**config.mk**
```make
export PLATFORM = sky130hd
export DESIGN_NAME = hs_serial_master
export DESIGN_NICKNAME = d
export VERILOG_FILES = /design/src/rtl/hsm_pkg.sv /design/src/rtl/hsm_sync.sv /design/src/rtl/hsm_core.sv /design/src/rtl/hs_serial_master.sv
export SDC_FILE = /design/constraint.sdc
export NUM_CORES = 1
export LEC_CHECK = 0
export BUFFER_PORTS_ARGS = -buffer_cell sky130_fd_sc_hd__buf_4
export CAP_MARGIN = 20
export CORE_MARGIN = 8
export CORE_UTILIZATION = 60
export CTS_BUF_LIST = sky130_fd_sc_hd__clkbuf_8
export DETAILED_ROUTE_END_ITERATION = 8
export GPL_ROUTABILITY_DRIVEN = 0
export PLACE_DENSITY = 0.89
export REMOVE_ABC_BUFFERS = 1
export SETUP_SLACK_MARGIN = 0.15
export SKIP_CTS_REPAIR_TIMING = 1
export SLEW_MARGIN = 20
export SYNTH_ARGS = -nofsm -noshare
export SYNTH_HDL_FRONTEND = slang
export SYNTH_SLANG_ARGS = --single-unit
```
**constraint.sdc**
```tcl
create_clock -name clk -period 2.6 [get_ports clk]
set_clock_uncertainty 0.05 [all_clocks]
set_input_delay 0 -clock clk [delete_from_list [all_inputs] [get_ports clk]]
set_output_delay 0 -clock clk [all_outputs]
set_load 0.02 [all_outputs]
```
**src/rtl/hsm_pkg.sv**
```systemverilog
package hsm_pkg;
    typedef enum logic [1:0] {
        ST_IDLE  = 2'd0,
        ST_SETUP = 2'd1,
        ST_WAIT  = 2'd2
    } state_e;
endpackage

```
**src/rtl/hsm_sync.sv**
```systemverilog
module hsm_sync #(
    parameter int W      = 2,
    parameter int STAGES = 2
) (
    input  logic         clk,
    input  logic         rst_n,
    input  logic [W-1:0] async_i,
    output logic [W-1:0] sync_o
);
    logic [W-1:0] stage_q [STAGES];

    for (genvar s = 0; s < STAGES; s++) begin : g_stage
        if (s == 0) begin : g_first
            always_ff @(posedge clk or negedge rst_n) begin
                if (!rst_n) stage_q[0] <= '0;
                else        stage_q[0] <= async_i;
            end
        end else begin : g_next
            always_ff @(posedge clk or negedge rst_n) begin
                if (!rst_n) stage_q[s] <= '0;
                else        stage_q[s] <= stage_q[s-1];
            end
        end
    end

    assign sync_o = stage_q[STAGES-1];
endmodule

```
**src/rtl/hsm_core.sv**
```systemverilog
module hsm_core #(
    parameter int MAX_W     = 16,
    parameter int SETUP_CYC = 1,
    parameter int LW        = $clog2(MAX_W + 1)
) (
    input  logic             clk,
    input  logic             rst_n,
    input  logic             req_valid,
    input  logic [MAX_W-1:0] req_word,
    input  logic [LW-1:0]    req_len,
    output logic             req_ready,
    input  logic             hs_sync,
    input  logic             din_sync,
    output logic             sel_o,
    output logic             dout_o,
    output logic             hs_o,
    output logic             done_o,
    output logic [MAX_W-1:0] rsp_o
);
    import hsm_pkg::*;

    localparam int CW = (SETUP_CYC > 1) ? $clog2(SETUP_CYC) : 1;

    typedef struct packed {
        state_e           st;
        logic [CW-1:0]    cnt;
        logic [LW-1:0]    left;
        logic [MAX_W-1:0] tx;
        logic [MAX_W-1:0] rx;
        logic [MAX_W-1:0] rsp;
        logic             sel;
        logic             hs;
        logic             dout;
        logic             done;
    } core_t;

    core_t r_q, r_d;
    logic [LW-1:0] len_eff;
    logic [LW-1:0] shamt;
    logic          ack;

    always_comb begin
        if (req_len == '0 || req_len > LW'(MAX_W)) len_eff = LW'(MAX_W);
        else                                       len_eff = req_len;
        shamt = LW'(MAX_W) - len_eff;
        ack   = (hs_sync == r_q.hs);

        r_d      = r_q;
        r_d.done = 1'b0;
        case (r_q.st)
            ST_IDLE: begin
                if (req_valid) begin
                    r_d.st   = ST_SETUP;
                    r_d.sel  = 1'b1;
                    r_d.cnt  = '0;
                    r_d.left = len_eff;
                    r_d.tx   = req_word << shamt;
                    r_d.dout = r_d.tx[MAX_W-1];
                    r_d.rx   = '0;
                end
            end
            ST_SETUP: begin
                if (r_q.cnt == CW'(SETUP_CYC - 1)) begin
                    r_d.hs = ~r_q.hs;
                    r_d.st = ST_WAIT;
                end else begin
                    r_d.cnt = r_q.cnt + 1'b1;
                end
            end
            ST_WAIT: begin
                if (ack) begin
                    r_d.rx = (r_q.rx << 1) | MAX_W'(din_sync);
                    if (r_q.left == LW'(1)) begin
                        r_d.st   = ST_IDLE;
                        r_d.sel  = 1'b0;
                        r_d.done = 1'b1;
                        r_d.rsp  = r_d.rx;
                    end else begin
                        r_d.left = r_q.left - 1'b1;
                        r_d.tx   = r_q.tx << 1;
                        r_d.dout = r_d.tx[MAX_W-1];
                        r_d.cnt  = '0;
                        r_d.st   = ST_SETUP;
                    end
                end
            end
            default: r_d.st = ST_IDLE;
        endcase
    end

    always_ff @(posedge clk or negedge rst_n) begin
        if (!rst_n) begin
            r_q <= '{st: ST_IDLE, cnt: '0, left: '0, tx: '0, rx: '0,
                     rsp: '0, sel: 1'b0, hs: 1'b0, dout: 1'b0, done: 1'b0};
        end else begin
            r_q <= r_d;
        end
    end

    assign req_ready = (r_q.st == ST_IDLE);
    assign sel_o     = r_q.sel;
    assign dout_o    = r_q.dout;
    assign hs_o      = r_q.hs;
    assign done_o    = r_q.done;
    assign rsp_o     = r_q.rsp;

    // ready only while no frame is open
    p_ready_idle_r2: assert property (@(posedge clk) disable iff (!rst_n)
        req_ready |-> !sel_o);
    // a taken request opens the frame on the next edge
    p_accept_sel_r2: assert property (@(posedge clk) disable iff (!rst_n)
        (req_valid && req_ready) |=> sel_o);
    // data never moves on the edge that flips the handshake
    p_setup_r4: assert property (@(posedge clk) disable iff (!rst_n)
        (hs_o != $past(hs_o)) |-> ($stable(dout_o) && sel_o));
    // both outputs hold while an acknowledge is outstanding
    p_hold_r5: assert property (@(posedge clk) disable iff (!rst_n)
        (sel_o && (hs_sync != hs_o)) |=> ($stable(hs_o) && $stable(dout_o)));
    // done coincides with the frame closing
    p_done_frame_r8: assert property (@(posedge clk) disable iff (!rst_n)
        done_o |-> (!sel_o && $past(sel_o)));
    // done lasts one cycle
    p_done_pulse_r8: assert property (@(posedge clk) disable iff (!rst_n)
        done_o |=> !done_o);
endmodule

```
**src/rtl/hs_serial_master.sv**
```systemverilog
module hs_serial_master #(
    parameter int MAX_W     = 16,
    parameter int SETUP_CYC = 1,
    parameter int LW        = $clog2(MAX_W + 1)
) (
    input  logic             clk,
    input  logic             rst_n,
    input  logic             req_valid,
    output logic             req_ready,
    input  logic [MAX_W-1:0] req_word,
    input  logic [LW-1:0]    req_len,
    output logic             done_o,
    output logic [MAX_W-1:0] rsp_word,
    output logic             sel_o,
    output logic             dout_o,
    output logic             hs_o,
    input  logic             din_i,
    input  logic             hs_i
);
    logic [1:0] ret_sync;

    hsm_sync #(.W(2), .STAGES(2)) u_sync (
        .clk     (clk),
        .rst_n   (rst_n),
        .async_i ({hs_i, din_i}),
        .sync_o  (ret_sync)
    );

    hsm_core #(.MAX_W(MAX_W), .SETUP_CYC(SETUP_CYC), .LW(LW)) u_core (
        .clk       (clk),
        .rst_n     (rst_n),
        .req_valid (req_valid),
        .req_word  (req_word),
        .req_len   (req_len),
        .req_ready (req_ready),
        .hs_sync   (ret_sync[1]),
        .din_sync  (ret_sync[0]),
        .sel_o     (sel_o),
        .dout_o    (dout_o),
        .hs_o      (hs_o),
        .done_o    (done_o),
        .rsp_o     (rsp_word)
    );
endmodule

```
==> results of run 1 <==
==> critical path: stages <==
cell and delay (ns):
buf_6 0.10, or4_4 0.55, ha_4 0.27, or2b_1 0.27, ha_4 0.32, buf_6 0.17, mux4_2 0.50, mux2_2 0.27
a21oi_1 0.23, o22ai_1 0.12
==> area by class of cell <==
type                       instances  area share
sequential                        61      0.3357
clock buffer                       9     0.02724
inverter                          12     0.01073
tap                               75     0.02064
timing repair buffer              88      0.1563
multi-input combinational        255      0.4268
timing repair inverter             1    0.001101
clock inverter                     7     0.02146
==> path summary, 6_finish.rpt <==
kind | end | from | slack [ns]
min | u_core.r_q[53] | req_len[1] | 0.05
min reg2reg | u_sync.sync_o[0] | u_sync.stage_q[2] | 0.30
max in group asynchronous | u_core.r_q[36] | rst_n | 1.79
min in group asynchronous | u_core.rsp_o[15] | rst_n | 0.22
max reg2reg | u_core.r_q[56] | u_core.r_q[53] | 0.17
max | u_core.r_q[44] | req_len[3] | -0.02
==> metal layers <==
metal	global-route usage	wire [um]	vias up
met5	0	0	-
met4	0.08456	359	0
met3	0.06410	766	39
met2	0.3379	4801	165
met1	0.2533	3888	1558
li1	-	-	1436
==> Yosys cell counts (2+ instances only) <==
master	count	area, sq um
inv_1	10	37.54
buf_2	9	45.04
nor3_1	4	20.02
nand3b_1	4	30.03
a22o_1	16	140.1
o211ai_1	8	60.06
a21o_1	2	15.01
mux2_2	11	123.9
o21bai_1	2	15.01
a21oi_1	9	45.04
xnor2_1	5	43.79
and2_1	3	18.77
o22ai_1	4	25.02
a31oi_1	4	25.02
nor2_1	23	86.33
a221oi_1	7	61.31
and3b_1	2	17.52
clkbuf_1	9	33.78
dfrtp_1	61	1526
nand2_1	61	229.0
mux2i_1	12	120.1
ha_1	4	50.05
o21ai_0	19	95.09
nand3_1	8	40.04
nor2b_1	4	25.02
a32oi_1	5	43.79
nand4_1	2	12.51
a211oi_1	2	15.01
nand2b_1	6	37.54
buf_4	19	142.6
mux4_2	8	180.2
inv_2	2	7.510
==> report_power, final <==
| part | internal [mW] | switching [mW] | leakage, nW | total (mW) |
|---|---|---|---|---|
| sequential | 1.15 | 0.167 | 0.800 | 1.32 |
| clock | 0.542 | 0.400 | 0.106 | 0.943 |
| combinational | 0.684 | 0.869 | 1.22 | 1.55 |
==> flip-flops by register name, summed over array words and instances, names as in the netlist <==
register	flops
u_core.done_o	1
u_core.rsp_o	16
u_sync.stage_q	2
u_core.dout_o	1
u_core.hs_o	1
u_core.sel_o	1
u_sync.sync_o	2
u_core.r_q	37
==> cell families (layout without fill, tap and decap cells) <==
logic type      after synthesis  in the layout  synth area share
compound gates               91             91            0.1863
xor+xnor                      5              5           0.01226
fa+ha+maj                     4              4           0.01401
buf+inv                      51            117           0.07881
flops                        61             61            0.4273
mux                          31             31            0.1187
simple gates                124            124            0.1625
==> reports/qor.yml, run 1 <==
diodes: 0
synth-main-ff-cell: "dfrtp_1"
clock-sinks: 61
synth-edff-count: 0
worst_r2r_path_depth: 8
numCtsBuffers: 9
root_buffer: "clkbuf_8"
synthArstFlopShare: 1.000
firstDrtPassIters: 5
grt_pass1_wl_um: 14610
routed_via_density: 6.295
status: "finished, violations left"
setup_slack_ns: -0.01884
final_util: 0.7772
path_max_fanout: 13
ant_nets: 0
drc_errors: 0
layout.nets: 458
cp-end-kind: "register"
hold_class: "in -> reg"
syn_inst: 367
setup_violations: 1
num-fill-cells: 351
rsz0062_at_grt: "true"
cts.reportedPaths.clkPinSlew_ns: 0.07
max_freq_mhz: 381.8
wl_um: 9816
final_cell_mix: "buf_4, nand2_1, dfrtp_1"
pre_cts_slack_ns: -0.5359
grt_max_degree: 62
arrival_ns: 2.79
place_inst: 480
path_class: "in -> reg"
grt_pass1_vias: 3111
max-slew-margin-rel: 0.5035
drive_gt1_frac: 0.3349
tritoncts: "done"
period_needed_ns: 2.619
syn_area_per_cell_sq_um: 9.733
clk_latency_ns: 0.34
vias: 3198
fin_setup_tns_ns: -0.01884
layout_commonest_cell: "buf_4"
powerDensity_mw_per_mm2: 839.6
ctsLongestPathBuffers: 2
drv_slew: 0
max_cap_viol_count: 0
fp.dieH_um: 93.16
total_power_mw: 3.818
ys_warn_count: 0
synth.distinct_cells: 54
drt_iter0_drc: 323
die_w_um: 93.16
hold_viol_final: 0
worst_pin_slew_ns: 0.7448
final_area_sq_mm: 0.004547
ys_seq_elements: 61
final_cell_count_no_fill: 508
ir_drop_mv: 0.5873
worst_ep_required_time_ns: 2.77
antenna_found_initial: 0
io_buffers: 46
cts_max_level: 3
seqCellArea_sq_mm: 0.001526
multiInputGateArea_sq_mm: 0.001941
initial_core_util: 0.6106
cp-start-kind: "primary input"
syn_area_sq_mm: 0.003572
yosysSeqAreaShare: 0.4273
fin_hold_ws_ns: 0.04849
die_area_sq_mm: 0.008679
dpl.hpwl_um: 6199
placement.cell_area_sq_mm: 0.004033
syn2layout_area_growth_pct: 27.29
violations: "setup timing"
top_level_ports: 47
grt.overflow.total: 0
core_sq_mm: 0.005851
static-leakage-power_nw: 2.121
wl_per_cell_um: 19.32
fin_crit_sh: 1.007
rows: 28
holdPathStages: 4
grt_usage: 0.2086
No activity file was read; power rests on OpenSTA's default activity.
==> run 2: changes to the inputs <==
--- a/config.mk
+++ b/config.mk
@@ -8,14 +8,14 @@
 export BUFFER_PORTS_ARGS = -buffer_cell sky130_fd_sc_hd__buf_4
 export CAP_MARGIN = 20
 export CORE_MARGIN = 8
-export CORE_UTILIZATION = 60
+export CORE_UTILIZATION = 53
 export CTS_BUF_LIST = sky130_fd_sc_hd__clkbuf_8
 export DETAILED_ROUTE_END_ITERATION = 8
 export GPL_ROUTABILITY_DRIVEN = 0
-export PLACE_DENSITY = 0.89
+export HOLD_SLACK_MARGIN = 0.12
+export PLACE_DENSITY = 0.81
 export REMOVE_ABC_BUFFERS = 1
 export SETUP_SLACK_MARGIN = 0.15
-export SKIP_CTS_REPAIR_TIMING = 1
 export SLEW_MARGIN = 20
 export SYNTH_ARGS = -nofsm -noshare
 export SYNTH_HDL_FRONTEND = slang
==> reports/qor.yml, run 2 (synthesized netlist as in run 1, its figures left out) <==
layout.nets: 459  # +0.22%
drive_gt1_frac: 0.3226  # -0.01229
cts.reportedPaths.clkPinSlew_ns: 0.06  # about the same
r2r_start: "u_core.r_q[53]"
powerDensity_mw_per_mm2: 822.4  # -2.0%
grt_max_degree: 62  # unchanged
arrival_ns: 2.71  # -0.08 ns
die_area_sq_mm: 0.009623  # +11%
ant_nets: 0  # unchanged
drt_iter0_drc: 262  # -19%
top_level_ports: 47  # unchanged
vias: 3159  # -1.2%
rsz0062_at_grt: "true"
grt_pass1_wl_um: 15060  # +3.1%
largest_reg_flops: 37  # unchanged
final_cell_mix: "buf_4, nand2_1, dfrtp_1"
io_buffers: 46  # unchanged
fin_crit_sh: 0.9875  # -0.01978
cp_num_buf_inv: 1  # -1
total_power_mw: 3.705  # -2.9%
num-fill-cells: 504  # +44%
dpl.hpwl_um: 6262  # +1.0%
highest_layer: "met4"
drv_slew: 0  # unchanged
slowest_stage: "or4_4"
critical_path.top_delay_family: "multiplexers"
final_util: 0.6782  # -0.09901
holdPathStages: 4  # unchanged
fp.dieH_um: 98.10  # +5.3%
clock-sinks: 61  # unchanged
hold_class: "in -> reg"
firstDrtPassIters: 5  # unchanged
clk_latency_ns: 0.34  # about the same
setup_slack_ns: 0.03258  # +0.05142 ns
tritoncts: "done"
worst_pin_slew_ns: 0.7425  # -0.002295 ns
worst_r2r_path_depth: 8  # unchanged
route.met3.wl_um: 637  # -17%
hold_start: "req_len[2]"
path_max_fanout: 4  # -9
wl_um: 9279  # -5.5%
max_freq_mhz: 389.5  # +2.0%
numCtsBuffers: 9  # unchanged
rows: 30  # +7.1%
syn2layout_area_growth_pct: 26.13
diodes: 0  # unchanged
crit-reg2reg-capture: "u_core.r_q[36]"
wl_per_cell_um: 18.05  # -6.6%
grt_usage: 0.1921  # -0.01647
grt.overflow.total: 0  # unchanged
path_class: "in -> reg"
pre_cts_slack_ns: -0.4786  # +0.05729 ns
hold_end: "u_core.r_q[54]"
ctsLongestPathBuffers: 2  # unchanged
die_w_um: 98.10  # +5.3%
max-slew-margin-rel: 0.5050  # +0.001530
crit_top_cell: "mux2_4"
hold_viol_final: 0  # unchanged
fin_hold_ws_ns: 0.1454  # +0.09692 ns
core_sq_mm: 0.006644  # +14%
ir_drop_mv: 0.4567  # -22%
status: "complete, no violations"
routed_via_density: 6.146  # -2.4%
multiInputGateArea_sq_mm: 0.001882  # -3.0%
final_cell_count_no_fill: 514  # +1.2%
drc_errors: 0  # unchanged
initial_core_util: 0.5377  # -0.07290
wl_met2_um: 4571  # -4.8%
setup_violations: 0  # -1
crit_chain: "buf_6 -> or4_4 -> ha_4 -> or2b_1 -> ha_4 -> mux2_4 -> mux2_4 -> mux2_4 -> a221oi_2 -> a32oi_1"
root_buffer: "clkbuf_8"
grt_pass1_vias: 3238  # +4.1%
static-leakage-power_nw: 2.132  # +0.52%
place_inst: 484  # +0.83%
antenna_found_initial: 0  # unchanged
seqCellArea_sq_mm: 0.001526  # unchanged
layout_commonest_cell: "buf_4"
cts_max_level: 3  # unchanged
cp-start-kind: "primary input"
top_register: "u_core.r_q"
max_cap_viol_count: 0  # unchanged
period_needed_ns: 2.567  # -0.05142 ns
cp-end-kind: "register"
r2r_slack_ns: 0.18  # about the same
worst_ep_required_time_ns: 2.74  # -0.03 ns
wl_met1_um: 3848  # -1.0%
critPathMaxStageDelay_ns: 0.54  # about the same
-- run 2: changes by cell type in the layout (fill, tap and decap cells not counted), moves of 2 or more --
| cell | change |
|---|---|
| clkbuf_8 | +2 |
| mux2i_4 | -3 |
| mux2i_2 | +3 |
| dlygate4sd3_1 | +2 |
| clkinvlp_4 | -2 |
| clkinv_2 | +2 |
-- run 2: worst min-delay path, stage by stage --
cell,delay (ns)
buf_4,0.08
buf_4,0.18
a21oi_1,0.08
o21ai_0,0.14
-- run 2: per-layer routing --
| layer | GRT usage | up-vias |
|---|---|---|
| met5 | 0 | - |
| met4 | 0.09353 | 0 |
| met3 | 0.05832 | 24 |
| met2 | 0.3087 | 137 |
| met1 | 0.2290 | 1558 |
| li1 | - | 1440 |
-- run 2: worst max-delay path by stage --
| stage | start | endpoint | slack [ns] | cells past startpoint |
|---|---|---|---|---|
| after floorplan | req_len[0] | u_core.r_q[50] | -1.32 | 10 |
| after global placement | req_len[0] | u_core.r_q[50] | -0.43 | 10 |
| after detailed placement | req_len[0] | u_core.r_q[50] | -0.48 | 10 |
| after CTS | req_len[3] | u_core.r_q[50] | 0.11 | 10 |
| after global routing | req_len[0] | u_core.r_q[50] | -0.008 | 10 |
| final | req_len[0] | u_core.r_q[50] | 0.03 | 10 |
-- run 2: power breakdown --
group	internal, mW	switching (mW)
sequential	1.16	0.168
combinational	0.633	0.810
clock	0.585	0.354
total	2.37	1.33
-- run 2: stage by stage --
step | area, sq um | TNS (ns)
2_1_floorplan | 3336 | -15.02
3_3_place_gp | 4019 | -3.785
3_5_place_dp | 4019 | -4.554
4_1_cts | 4409 | 0
5_1_grt | 4506 | -0.007726
6_report | 4506 | 0
-- run 2: final cells by class --
class,count,share of cell area
inverters,12,0.01111
clock inverters,5,0.01638
clock buffers,11,0.03360
repair buffers,90,0.1602
well taps,80,0.02222
flip-flops and latches,61,0.3388
multi-input cells,255,0.4177
-- run 2: timing repair --
action | in CTS | in global routing
hold buffers | 6 | 0
pin swaps | 6 | 15
hold endpoints to repair | 67 | 0
gates resized for setup | 12 | 17
setup buffers | 5 | 3
endpoints found under the setup margin | 12 | 28
